`config.mk`:
```
export PLATFORM = sky130hd
export DESIGN_NAME = rle_rx_fifo
export DESIGN_NICKNAME = d
export VERILOG_FILES = /design/src/rtl/rle_rx_fifo.sv
export SDC_FILE = /design/constraint.sdc
export NUM_CORES = 1
export LEC_CHECK = 0
export BUFFER_PORTS_ARGS = -buffer_cell sky130_fd_sc_hd__buf_2
export CAP_MARGIN = 20
export CORE_MARGIN = 4
export CORE_UTILIZATION = 63
export CTS_BUF_LIST = sky130_fd_sc_hd__clkbuf_8
export DETAILED_ROUTE_END_ITERATION = 10
export PLACE_DENSITY_LB_ADDON = 0.25
export REMOVE_ABC_BUFFERS = 1
export SYNTH_ARGS = -nofsm -noshare
export SYNTH_HDL_FRONTEND = slang
export SYNTH_SLANG_ARGS = --single-unit
```
`constraint.sdc`:
```
create_clock -name clk -period 3.2 [get_ports clk]
set_input_delay 0.32 -clock clk [delete_from_list [all_inputs] [get_ports clk]]
set_output_delay 0.32 -clock clk [all_outputs]
set_load 0.03 [all_outputs]
```
`src/rtl/rle_rx_fifo.sv`:
```
module rle_rx_fifo #(
  parameter int DEPTH = 16,
  parameter int W     = 8
) (
  input  logic           clk,
  input  logic           rst_n,
  input  logic           clr,
  input  logic           dec_en,
  input  logic           in_valid,
  input  logic           in_cmd,
  input  logic [W-1:0]   in_data,
  output logic           in_ready,
  output logic           addr_valid,
  output logic [W-2:0]   addr_data,
  output logic           out_valid,
  input  logic           out_ready,
  output logic [W-1:0]   out_data,
  output logic           full,
  output logic           empty
);
  localparam int AW = $clog2(DEPTH);
  localparam int CW = W - 1;

  logic [W-1:0]  mem [DEPTH];
  logic [AW-1:0] wp, rp;
  logic [AW:0]   fill;
  logic          armed;
  logic [CW-1:0] cnt_q, left;
  logic [W-1:0]  hold;

  logic busy, acc, is_rle, is_addr, wr_en, rd_en, expand;
  logic [W-1:0] wr_data;

  assign busy      = left != '0;
  assign full      = fill == (AW+1)'(DEPTH);
  assign empty     = fill == '0;
  assign in_ready  = !busy && !full;
  assign acc       = in_valid && in_ready;
  assign is_rle    = in_cmd && !in_data[W-1];
  assign is_addr   = in_cmd && in_data[W-1];
  assign expand    = acc && !in_cmd && armed && dec_en;
  assign wr_en     = busy ? !full : (acc && !in_cmd);
  assign wr_data   = busy ? hold : in_data;
  assign out_valid = !empty;
  assign rd_en     = out_valid && out_ready;
  assign out_data  = mem[rp];

  always_ff @(posedge clk)
    if (wr_en) mem[wp] <= wr_data;

  always_ff @(posedge clk) begin
    if (!rst_n || clr) begin
      wp   <= '0;
      rp   <= '0;
      fill <= '0;
    end else begin
      if (wr_en) wp <= (wp == AW'(DEPTH-1)) ? '0 : wp + 1'b1;
      if (rd_en) rp <= (rp == AW'(DEPTH-1)) ? '0 : rp + 1'b1;
      case ({wr_en, rd_en})
        2'b10:   fill <= fill + 1'b1;
        2'b01:   fill <= fill - 1'b1;
        default: ;
      endcase
    end
  end

  always_ff @(posedge clk) begin
    if (!rst_n || clr) begin
      armed <= 1'b0;
      cnt_q <= '0;
      left  <= '0;
      hold  <= '0;
    end else begin
      if (acc && is_rle && dec_en) begin
        armed <= 1'b1;
        cnt_q <= in_data[CW-1:0];
      end else if (expand) begin
        armed <= 1'b0;
        left  <= cnt_q;
        hold  <= in_data;
      end else if (busy && !full) begin
        left  <= left - 1'b1;
      end
    end
  end

  always_ff @(posedge clk) begin
    if (!rst_n || clr) begin
      addr_valid <= 1'b0;
      addr_data  <= '0;
    end else begin
      addr_valid <= acc && is_addr;
      if (acc && is_addr) addr_data <= in_data[CW-1:0];
    end
  end
endmodule

```
# Yosys cells after proc, flatten, opt, wreduce, memory -nomap -nowiden
# Memories as Yosys holds them, arrays and structs flattened. A register that Yosys moved wholly into a read port is not among the register bits.
# Cells that the tools add are included.
# W data, S select, Z words.
# totals
latchBits,0
mem_count,1
output_inout_bits,20
ram_bits,128
regBits,44
rom_bits,0
wordCells,60
inputBits,15
# classes
order_cmp,0
div_mod_pow,0
multipliers,0
eq_ne,5
n_bitwise,1
shifts,0
n_mux,13
add_sub_neg,5
n_reduce_logical,26
# memory_table
memory,words,word_bits,rd,rd_clocked_by_memory_dff,write_ports,line,text
mem,16,8,1,1,1,24,logic [W-1:0] mem [DEPTH];
# op_table
op,n
$mux W4,4
$mux W7,2
$logic_and A1 B1 Y1,12
$pmux W5 S2,1
$add A4 B1 Y4 const B,2
$eq A4 B4 Y1 const B,2
$mux W8,1
$reduce_bool A7 Y1,1
$sub A7 B1 Y7 const B,1
$logic_not A1 Y1,6
$reduce_bool A2 Y1,3
$add A5 B1 Y5 const B,1
$eq A5 B5 Y1 const B,1
$logic_not A5 Y1,1
$mux W1,5
$sub A5 B1 Y5 const B,1
$reduce_and A2 Y1,2
$eq A2 B1 Y1 const B,1
$eq A2 B2 Y1 const B,1
$logic_or A1 B1 Y1,1
$not A1 Y1,1

# Logic depth before layout (Yosys ltp)
# Gate-level depths: netlist (run 1).
# depth
word_depth,9
ltp_mapped,13
depth_no_buf,12

# Worst setup path before layout (run 1)
# Ideal clock, no wire load.
# synth_timing
kind,register -> register
from,register fill[1]
to,register fill[4]
required_time_ns,3.072
stages_incl_launch_ff,14
period_less_slack_ns,2.962
t_arrival_ns,2.834
path_buffers,3
setup_slack_ns,0.238
setup_time_ns,0.128
cell_sequence,dfxtp_1 > buf_2 > nor4_4 > nand2_1 > clkbuf_1 > nand2_1 > ha_1 > clkbuf_1 > xor2_1 > ha_1 > nor2b_1 > o32ai_1 > mux2i_1 > nand4_1
# synth_between
elab_chain_cells,8
word_cells_on_any_way,15
cone_classes,add/sub (2); eq/ne (3); mux (2); reduce/logical (8)
# synth_rtl
item,line,text
start: declaration,26,logic [AW:0] fill;
start signal: assignment,60,2'b10: fill <= fill + 1'b1;
start signal: assignment,61,2'b01: fill <= fill - 1'b1;
$eq A5 B5 Y1,35,assign full = fill == (AW+1)'(DEPTH);
$logic_not A1 Y1,"37, 42",
$logic_and A1 B1 Y1,37,assign in_ready = !busy && !full;
$logic_and A1 B1 Y1,38,assign acc = in_valid && in_ready;
$logic_and A1 B1 Y1,42,assign wr_en = busy ? !full : (acc && !in_cmd);
$mux W1,42,
$eq A2 B1 Y1 or $eq A2 B2 Y1 (tied branches),59,"case ({wr_en, rd_en})"
$pmux W5 S2 or $reduce_bool A2 Y1 (tied branches),n/a,
# Several ways; a longest one is shown, not always the timed one.
# A chain may end at the register's enable or synchronous reset.

# Final worst setup path (run 1)
# Same ends and word-level chain as after synthesis.

==> out/metrics.cfg, run 1 <==
[sta]
final.period_utilization_pct=96.5
highest_clock_rate_mhz=324
slew_viol_final=0
pin_slew_with_the_least_headroom_to_its_limit_ns=1.02
fin_skew_ns=0.00951
number_of_setup_violations_in_the_final_report=0
final-hold-violation-count=0
finalWorstPathRequiredPeriod_ns=3.09
slew_headroom_pct=31.8
unrepaired_setup_endpoints_after_global_routing=no
finalSetupTns_ns=0

[clock_tree]
cts-resized-gates=0
hold_buffers=0
clkSinkCount=176
cts_tree=done
cts-buffers-inserted=17
clk_root_buffer_cell=sky130_fd_sc_hd__clkbuf_8
clock_insertion_delay_worst_skew_ns=0.45
path_clk_slew_ns=0.09
post-cts-setup-buffer-count=0
htree_num_levels=4
maximum_buffer_depth_of_the_clock_tree=2

[die]
coreArea_mm2=0.0114
start_util_pct=64.4
io_pins=35
die-height_um=116
rows=39
chipWidth_um=116
die_area_mm2=0.0135

[detailed_routing]
ant_nets=0
post_drt_wl_per_cell_um=20.9
detail_route.iter0.violations=322
detail_route.vias_per_cell=6.19
drt_pre_antenna_iters=4
drt-total-wl_um=14600
remaining_drc_errors=0
route.vias.total=4320

[setup_path]
crit_type=flip-flop to flip-flop
cp.required_ns=3.54
worstPathMaxFanout=9
worstReg2RegEnd=fill[4]$_SDFFE_PP0P_
worstRegToRegCells=9
arrival_ns=3.43
reg2reg_from=fill[1]$_SDFFE_PP0P_
worst_setup_ep_type=flip-flop
timing.critical_path.from_type=flip-flop
register_to_register_setup_slack_ns=0.11

[logic_synthesis]
synth.yosys.warnings=0
netlist_top_cells_area=sky130_fd_sc_hd__edfxtp_1 52%, sky130_fd_sc_hd__dfxtp_1 13%, sky130_fd_sc_hd__mux4_2 9.8%
synth_seq_cells=176
synth_area_in_compound_gates_pct=7.69
yosysTopAreaCellShare_pct=52.3
post_synth_and_or_nand_nor_area_fraction_pct=9.73
synth_top_family_by_area=multiplexers
syn_inst=509
synthFlopType=sky130_fd_sc_hd__edfxtp_1
avgSynthCellArea_um2=14.4
synthDistinctLibCells=53
postSynth.asyncResetShare_pct=0
synth_xor_area_share_pct=0.476
number_of_flops_mapped_to_enable_cells_by_yosys=128
most_common_cell_in_the_synthesized_netlist=sky130_fd_sc_hd__edfxtp_1
synth.cells.most_frequent=128 x sky130_fd_sc_hd__edfxtp_1, 52 x sky130_fd_sc_hd__nand2_1, 48 x sky130_fd_sc_hd__dfxtp_1
post_synth_instance_area_mm2=0.00735
adder_cell_area_share_of_the_yosys_netlist_pct=1.53
synth.area.mux_share_pct=12.9
register_area_share_after_synthesis_pct=65.3
synth.largest_area_cell=sky130_fd_sc_hd__edfxtp_1

[power_and_ir_drop]
power.density_cell_area_mw_per_mm2=910
vdd_ir_drop_max_mv=0.969
power.switching_fraction_pct=33.7
p_leak_nw=2.79
power.share.sequential_pct=43.1
p_int_mw=4.92
pwr-share-clk_pct=24.0
comb_power_share_pct=32.9
netSwitchingPower_mw=2.50

[global_routing]
number_of_global_route_vias_before_repair=4350
grt_use_total_pct=23.4
pin_count_of_the_biggest_net_entering_global_routing=39
globalRoute.totalOverflow=0
grt_pass1_wl_um=23100
number_of_antenna_violations_at_the_first_check_in_global_routing=0

[layout]
post_layout_nonfiller_instances=698
antenna-diode-count=0
nets=566
final_layout_size_suffix_gt1_share_pct=22.2
flow.area_growth_from_synthesis_pct=10.9

[place]
post-dp-hpwl_um=9720
post-place-cells=664
final_gp_congestion=0.766
port-buffer-count=34

[run_status]
run_status=finished clean

[min_path]
min_delay_path_depth=3
hold_path.class=input port to flip-flop
holdPathEnd=hold[1]$_SDFFE_PP0P_
hold_path_startpoint=in_data[1]

[run]
cap_violations=0

==> state kept, by name (all words and copies together), names as in the netlist, named ones only <==
name / cells
armed: 1
fill: 5
left: 7
wp: 4
addr_data: 7
mem: 128
rp: 4
hold: 8
cnt_q: 7
addr_valid: 1
==> stage by stage <==
step / total power [mW] / hold WS, ns / utilization, % / setup WS, ns / area, µm²
after floorplan: 4.89 / 0.431 / - / 0.348 / 7220
after global placement: 5.53 / 0.442 / 67.1 / 0.363 / 7660
after detailed placement: 5.66 / 0.448 / 67.1 / 0.183 / 7660
after CTS: 7.42 / 0.120 / 71.3 / 0.166 / 8140
after global routing: 7.77 / 0.124 / 71.4 / 0.0178 / 8150
final: 7.42 / 0.138 / 71.4 / 0.112 / 8150
==> worst max-delay path by stage <==
stage,from,to,slack [ns],cells past startpoint
final,fill[1]$_SDFFE_PP0P_,fill[4]$_SDFFE_PP0P_,0.11,9
after detailed placement,fill[1]$_SDFFE_PP0P_,fill[4]$_SDFFE_PP0P_,0.18,9
after floorplan,left[0]$_SDFFE_PP0P_,fill[4]$_SDFFE_PP0P_,0.35,12
after CTS,fill[1]$_SDFFE_PP0P_,fill[4]$_SDFFE_PP0P_,0.17,9
after global routing,fill[0]$_SDFFE_PP0P_,fill[4]$_SDFFE_PP0P_,0.02,9
after global placement,fill[1]$_SDFFE_PP0P_,fill[4]$_SDFFE_PP0P_,0.36,9
==> cell families (layout without fill, tap and decap cells) <==
logic type | Yosys count | after routing
xor gates and xnor gates | 4 | 4
AOI/OAI and AO/OA | 80 | 80
muxes | 54 | 54
DFF | 176 | 176
adders and majority gates | 9 | 9
and+or+nand+nor | 145 | 145
buffers and inverters | 41 | 87
==> per-layer routing <==
metal / routed length [µm] / vias to the layer above / GRT usage, %
li1: - / 2027 / -
met1: 5940 / 2149 / 29.2
met2: 7640 / 119 / 40.0
met3: 687 / 25 / 5.90
met4: 291 / 0 / 8.04
met5: 0 / - / 0
==> area by class of cell <==
type	count	area, µm²
Sequential cell	176	4810
Tap cell	143	179
Clock buffer	19	262
Multi-Input combinational cell	292	2390
Fill cell	761	3270
Clock inverter	13	219
Inverter	10	37.5
Timing Repair Buffer	45	263
==> power groups by stage <==
| stage | Combinational (mW) | Sequential, mW | Clock, mW |
|---|---|---|---|
| global placement | 2.30 | 3.24 | 0 |
| finish | 2.44 | 3.20 | 1.78 |
| CTS | 2.41 | 3.21 | 1.80 |
| floorplan | 1.65 | 3.24 | 0 |
| detailed placement | 2.40 | 3.26 | 0 |
| global route | 2.63 | 3.22 | 1.91 |
==> critical path, cell delays in order, from the launching register on <==
cell and delay, ns:
sky130_fd_sc_hd__dfxtp_1 0.41, sky130_fd_sc_hd__nor4_4 0.62, sky130_fd_sc_hd__a21boi_1 0.33, sky130_fd_sc_hd__ha_1 0.39
sky130_fd_sc_hd__xor2_1 0.18, sky130_fd_sc_hd__ha_1 0.23, sky130_fd_sc_hd__nor4_1 0.36, sky130_fd_sc_hd__a2111oi_0 0.18
sky130_fd_sc_hd__mux2i_1 0.19, sky130_fd_sc_hd__nand4_1 0.09
==> cell usage in the layout, fill, tap and decap left out, drive strengths merged, types with 2 or more instances in the layout <==
master | synthesis | final
a211oi | 2 | 2
a31oi | 2 | 2
a311oi | 2 | 2
ha | 9 | 9
a41oi | 2 | 2
xor2 | 3 | 3
dfxtp | 48 | 48
o31ai | 4 | 4
nand2b | 7 | 7
o21ai | 23 | 23
a21oi | 14 | 14
a22oi | 16 | 16
edfxtp | 128 | 128
buf | 12 | 44
nand4b | 3 | 3
nor3 | 9 | 9
o311ai | 2 | 2
or3 | 3 | 3
o211ai | 4 | 4
nand2 | 52 | 52
nand3 | 30 | 30
mux2 | 8 | 8
nor4 | 2 | 2
mux2i | 14 | 14
nor2b | 5 | 5
bufinv | 0 | 6
a2111oi | 4 | 4
mux4 | 32 | 32
clkinvlp | 0 | 2
nor2 | 25 | 25
inv | 9 | 14
clkbuf | 19 | 20
Note: power is estimated with default switching activity, not from simulation.
==> inputs of run 2 (changes only) <==
==> constraint.sdc (replaced) <==
create_clock -name clk -period 3.1 [get_ports clk]
set_input_delay 0.31 -clock clk [delete_from_list [all_inputs] [get_ports clk]]
set_output_delay 0.31 -clock clk [all_outputs]
set_load 0.03 [all_outputs]
==> out/metrics.cfg, run 2 (synthesis results as in run 1) <==
[detailed_routing]
detail_route.iter0.violations=382
ant_nets=0
post_drt_wl_per_cell_um=20.6
drt_pre_antenna_iters=5
route.vias.total=4380
remaining_drc_errors=0
drt-total-wl_um=14700
detail_route.vias_per_cell=6.15

[die]
chipWidth_um=116
die-height_um=116
rows=39
die_area_mm2=0.0135
io_pins=35
start_util_pct=64.4
coreArea_mm2=0.0114

[setup_path]
worstReg2RegEnd=fill[4]$_SDFFE_PP0P_
register_to_register_setup_slack_ns=0.29
reg2reg_from=left[0]$_SDFFE_PP0P_
worstPathMaxFanout=14
worstRegToRegCells=12
timing.critical_path.from_type=flip-flop
cp.required_ns=2.79
worst_setup_ep_type=primary output
crit_type=flip-flop to primary output
arrival_ns=2.51

[sta]
finalSetupTns_ns=0
finalHoldWorstSlack_ns=0.128
final-hold-violation-count=0
fin_skew_ns=0.0124
slew_viol_final=0
pin_slew_with_the_least_headroom_to_its_limit_ns=0.808
highest_clock_rate_mhz=355
unrepaired_setup_endpoints_after_global_routing=no
finalWorstPathRequiredPeriod_ns=2.82
number_of_setup_violations_in_the_final_report=0
slew_headroom_pct=46.0
final.period_utilization_pct=90.9

[place]
post-dp-hpwl_um=9750
port-buffer-count=34
final_gp_congestion=0.814

[global_routing]
globalRoute.totalOverflow=0
grt_use_total_pct=23.6
grt_pass1_wl_um=23200
number_of_antenna_violations_at_the_first_check_in_global_routing=0
pin_count_of_the_biggest_net_entering_global_routing=38
number_of_global_route_vias_before_repair=4349

[power_and_ir_drop]
p_leak_nw=2.79
power.density_cell_area_mw_per_mm2=898
vdd_ir_drop_max_mv=0.917

[min_path]
hold_path_startpoint=in_data[1]
holdPathEnd=hold[1]$_SDFFE_PP0P_
hold_path.class=input port to flip-flop
min_delay_path_depth=3

[layout]
top_regs=mem: 128 flops, hold: 8 flops
largest_reg_flops=128
antenna-diode-count=0
final_layout_size_suffix_gt1_share_pct=24.8
flow.area_growth_from_synthesis_pct=10.7
fill_cells=758
most-common-layout-cells=128 x sky130_fd_sc_hd__edfxtp_1, 52 x sky130_fd_sc_hd__nand2_1, 47 x sky130_fd_sc_hd__dfxtp_1
nets=580
top_register=mem
layout_commonest_cell=sky130_fd_sc_hd__edfxtp_1

[run]
cap_violations=0

[clock_tree]
clkSinkCount=176
maximum_buffer_depth_of_the_clock_tree=2
path_clk_slew_ns=0.08
cts_tree=done
cts-buffers-inserted=17
clock_insertion_delay_worst_skew_ns=0.44
clk_root_buffer_cell=sky130_fd_sc_hd__clkbuf_8
htree_num_levels=4

[run_status]
run_status=finished clean

## run 2: layout make-up
class	count	area [µm²]	share of cell area [%]
Clock buffer	17	234	2.87
Clock inverter	15	119	1.46
Inverter	10	37.5	0.461
Timing Repair Buffer	59	365	4.49
Tap cell	143	179	2.20
Sequential cell	176	4810	59.0
Multi-Input combinational cell	292	2400	29.5
## run 2: worst max path at each step
stage	start	slack (ns)	end	cells after the start
6_report	flip-flop	0.28	out_data[6]	5
5_1_grt	left[0]$_SDFFE_PP0P_	0.05	fill[4]$_SDFFE_PP0P_	12
4_1_cts	left[0]$_SDFFE_PP0P_	0.19	fill[4]$_SDFFE_PP0P_	12
3_5_place_dp	left[0]$_SDFFE_PP0P_	0.20	fill[4]$_SDFFE_PP0P_	12
3_3_place_gp	left[0]$_SDFFE_PP0P_	0.37	fill[4]$_SDFFE_PP0P_	12
2_1_floorplan	left[0]$_SDFFE_PP0P_	0.25	fill[4]$_SDFFE_PP0P_	12
## run 2: where the power goes
group	internal, mW	switching, mW
combinational	0.863	1.71
sequential	3.18	0.132
clock	0.628	0.797
## run 2: per-layer routing
layer | GRT usage (%) | up-vias | wire length, µm
li1 | - | 2055 | -
met1 | 31.6 | 2157 | 6000
met2 | 38.8 | 146 | 7490
met3 | 5.07 | 22 | 888
met4 | 8.28 | 0 | 315
met5 | 0 | - | 0
## run 2: timing repair
action,CTS,global route
endpoints found under the hold margin,0,0
setup endpoints to repair,0,2
resized for setup,0,4
hold buffers,0,0
setup buffers,0,2
## run 2: metrics by stage
| stage | std cells | instance area, µm² | setup slack, ns | utilization, % | power [mW] |
|---|---|---|---|---|---|
| after floorplan | 478 | 7220 | 0.248 | - | 5.05 |
| after global placement | 676 | 7750 | 0.371 | 67.9 | 5.78 |
| after detailed placement | 677 | 7750 | 0.203 | 67.9 | 5.89 |
| after CTS | 709 | 8110 | 0.187 | 71.0 | 7.29 |
| after global routing | 712 | 8140 | 0.0518 | 71.3 | 7.68 |
| final | 712 | 8140 | 0.282 | 71.3 | 7.31 |
## run 2: worst max-delay path, stage by stage (launching register included)
cell	delay (ns)
sky130_fd_sc_hd__dfxtp_2	0.69
sky130_fd_sc_hd__buf_12	0.25
sky130_fd_sc_hd__mux4_2	0.57
sky130_fd_sc_hd__a22oi_1	0.30
sky130_fd_sc_hd__nand2_1	0.07
sky130_fd_sc_hd__buf_2	0.18
==> inputs of run 3 (changes only) <==
==> constraint.sdc (replaced) <==
create_clock -name clk -period 3.1 [get_ports clk]
set_input_delay 0.31 -clock clk [delete_from_list [all_inputs] [get_ports clk]]
set_output_delay 0.31 -clock clk [all_outputs]
set_load 0.01 [all_outputs]
==> out/metrics.cfg, run 3 (synthesis results as in run 1) <==
[run_status]
run_status=finished clean

[setup_path]
most_prevalent_standard_cell_on_the_critical_path=sky130_fd_sc_hd__ha_1
register_to_register_setup_slack_ns=0.08
crit_type=flip-flop to flip-flop
timing.critical_path.from_type=flip-flop
cp_cell_sequence=inv_1 -> ha_1 -> nor4b_2 -> nand3_2 -> nand2_1 -> ha_1 -> xor2_1 -> ha_1 -> nor4_1 -> a2111oi_0 -> mux2i_1 -> nand4_1
worstSetupStartpoint=left[0]$_SDFFE_PP0P_
crit_slowest_cell=sky130_fd_sc_hd__a2111oi_0
worstReg2RegEnd=fill[4]$_SDFFE_PP0P_
arrival_ns=3.42
worstPathMaxFanout=9
worst_setup_ep_type=flip-flop
cp-endpoint=fill[4]$_SDFFE_PP0P_
worstRegToRegCells=12
reg2reg_from=left[0]$_SDFFE_PP0P_
cp.required_ns=3.49
cpPeakStageDelay_ns=0.51

[place]
place_worst_setup_slack_ns=0.176
total_cell_area_at_the_placement_stage_mm2=0.00773
post-dp-hpwl_um=9610
port-buffer-count=34
final_gp_congestion=0.787
post-place-cells=674

[detailed_routing]
drt_pre_antenna_iters=5
detail_route.vias_per_cell=6.26
detail_route.iter0.violations=387
route.vias.total=4441
ant_nets=0
remaining_drc_errors=0
post_drt_wl_per_cell_um=20.6
drt-total-wl_um=14600

[run]
cap_violations=0

[sta]
slew_viol_final=0
highest_clock_rate_mhz=331
pin_slew_with_the_least_headroom_to_its_limit_ns=0.978
timing.final.ws_setup_ns=0.0776
final.period_utilization_pct=97.5
number_of_setup_violations_in_the_final_report=0
fin_skew_ns=0.0110
finalWorstPathRequiredPeriod_ns=3.02
finalSetupTns_ns=0
finalHoldWorstSlack_ns=0.118
slew_headroom_pct=34.3
final-hold-violation-count=0

[clock_tree]
cts_tree=done
maximum_buffer_depth_of_the_clock_tree=2
clock_insertion_delay_worst_skew_ns=0.45
clkSinkCount=176
clk_root_buffer_cell=sky130_fd_sc_hd__clkbuf_8
hold_buffers=0
path_clk_slew_ns=0.09
cts-buffers-inserted=17
htree_num_levels=4

[die]
start_util_pct=64.4
chipWidth_um=116
die-height_um=116
coreArea_mm2=0.0114
io_pins=35
die_area_mm2=0.0135
rows=39

[layout]
postLayoutCoreUtil_pct=71.9
most-common-layout-cells=128 x sky130_fd_sc_hd__edfxtp_1, 52 x sky130_fd_sc_hd__nand2_1, 47 x sky130_fd_sc_hd__dfxtp_1
largest_reg_flops=128
finalInstanceArea_mm2=0.00822
layout_commonest_cell=sky130_fd_sc_hd__edfxtp_1
final_layout_size_suffix_gt1_share_pct=24.2
flow.area_growth_from_synthesis_pct=11.7
antenna-diode-count=0
top_regs=mem: 128 flops, hold: 8 flops
nets=577
post_layout_nonfiller_instances=709
top_register=mem

[global_routing]
number_of_global_route_vias_before_repair=4315
number_of_antenna_violations_at_the_first_check_in_global_routing=0
globalRoute.totalOverflow=0
pin_count_of_the_biggest_net_entering_global_routing=35
grt_use_total_pct=23.5
grt_pass1_wl_um=23100

[power_and_ir_drop]
power_mw=7.41
p_leak_nw=2.82
vdd_ir_drop_max_mv=0.654
power.density_cell_area_mw_per_mm2=902

[min_path]
hold_path.class=input port to flip-flop

run 3: changes by cell type in the layout (fill, tap and decap cells not counted), moves of 2 or more:
cell                        previous run  this run
sky130_fd_sc_hd__buf_4                22        18
sky130_fd_sc_hd__inv_1                 9        11
sky130_fd_sc_hd__clkinv_1              4         1
sky130_fd_sc_hd__clkbuf_4              0         3
sky130_fd_sc_hd__buf_2                36        34
sky130_fd_sc_hd__clkinv_2              4         1
sky130_fd_sc_hd__bufinv_16             1         5
run 3: worst max-delay path: cells and delay by family (launching register included):
kind	cells	cell delay, ns
simple gates	5	0.92
xor+xnor	1	0.20
mux	1	0.14
compound gates	1	0.51
buf+inv	1	0.07
flops	1	0.35
fa+ha+maj	3	0.78
run 3: metal layers:
layer	global-route usage [%]	vias up	part of all wire, %
met5	0	-	0
met1	31.5	2204	41
li1	-	2053	-
met3	5.90	17	6.4
met2	38.7	167	51
met4	6.81	0	1.2
run 3: cell type report:
cell class	instances	area (µm²)
timing repair buffer	56	348
fill	747	3200
inverter	10	37.5
clock inverter	15	219
multi-input combinational	292	2390
tap	143	179
sequential	176	4810
clock buffer	17	234
run 3: repair_timing:
item / 4_1_cts / 5_1_grt
setup endpoints to repair: 0 / 2
buffers inserted: 0 / 0
resized for setup: 0 / 1
run 3: worst min path at each step:
stage / start / to / slack (ns) / cells past startpoint
floorplan: in_data[1] / hold[1]$_SDFFE_PP0P_ / 0.43 / 2
global placement: addr_data[3]$_SDFFE_PP0P_ / addr_data[3]$_SDFFE_PP0P_ / 0.44 / 2
detailed placement: hold[6]$_SDFFE_PP0P_ / hold[6]$_SDFFE_PP0P_ / 0.45 / 2
CTS: in_data[1] / hold[1]$_SDFFE_PP0P_ / 0.09 / 3
global route: in_data[0] / cnt_q[0]$_SDFFE_PP0P_ / 0.10 / 3
finish: in_data[1] / hold[1]$_SDFFE_PP0P_ / 0.12 / 3
run 3: power by group:
| group | internal [mW] | switching, mW | total, mW |
|---|---|---|---|
| Combinational | 0.837 | 1.53 | 2.36 |
| Sequential | 3.18 | 0.123 | 3.30 |
| Clock | 0.956 | 0.790 | 1.75 |
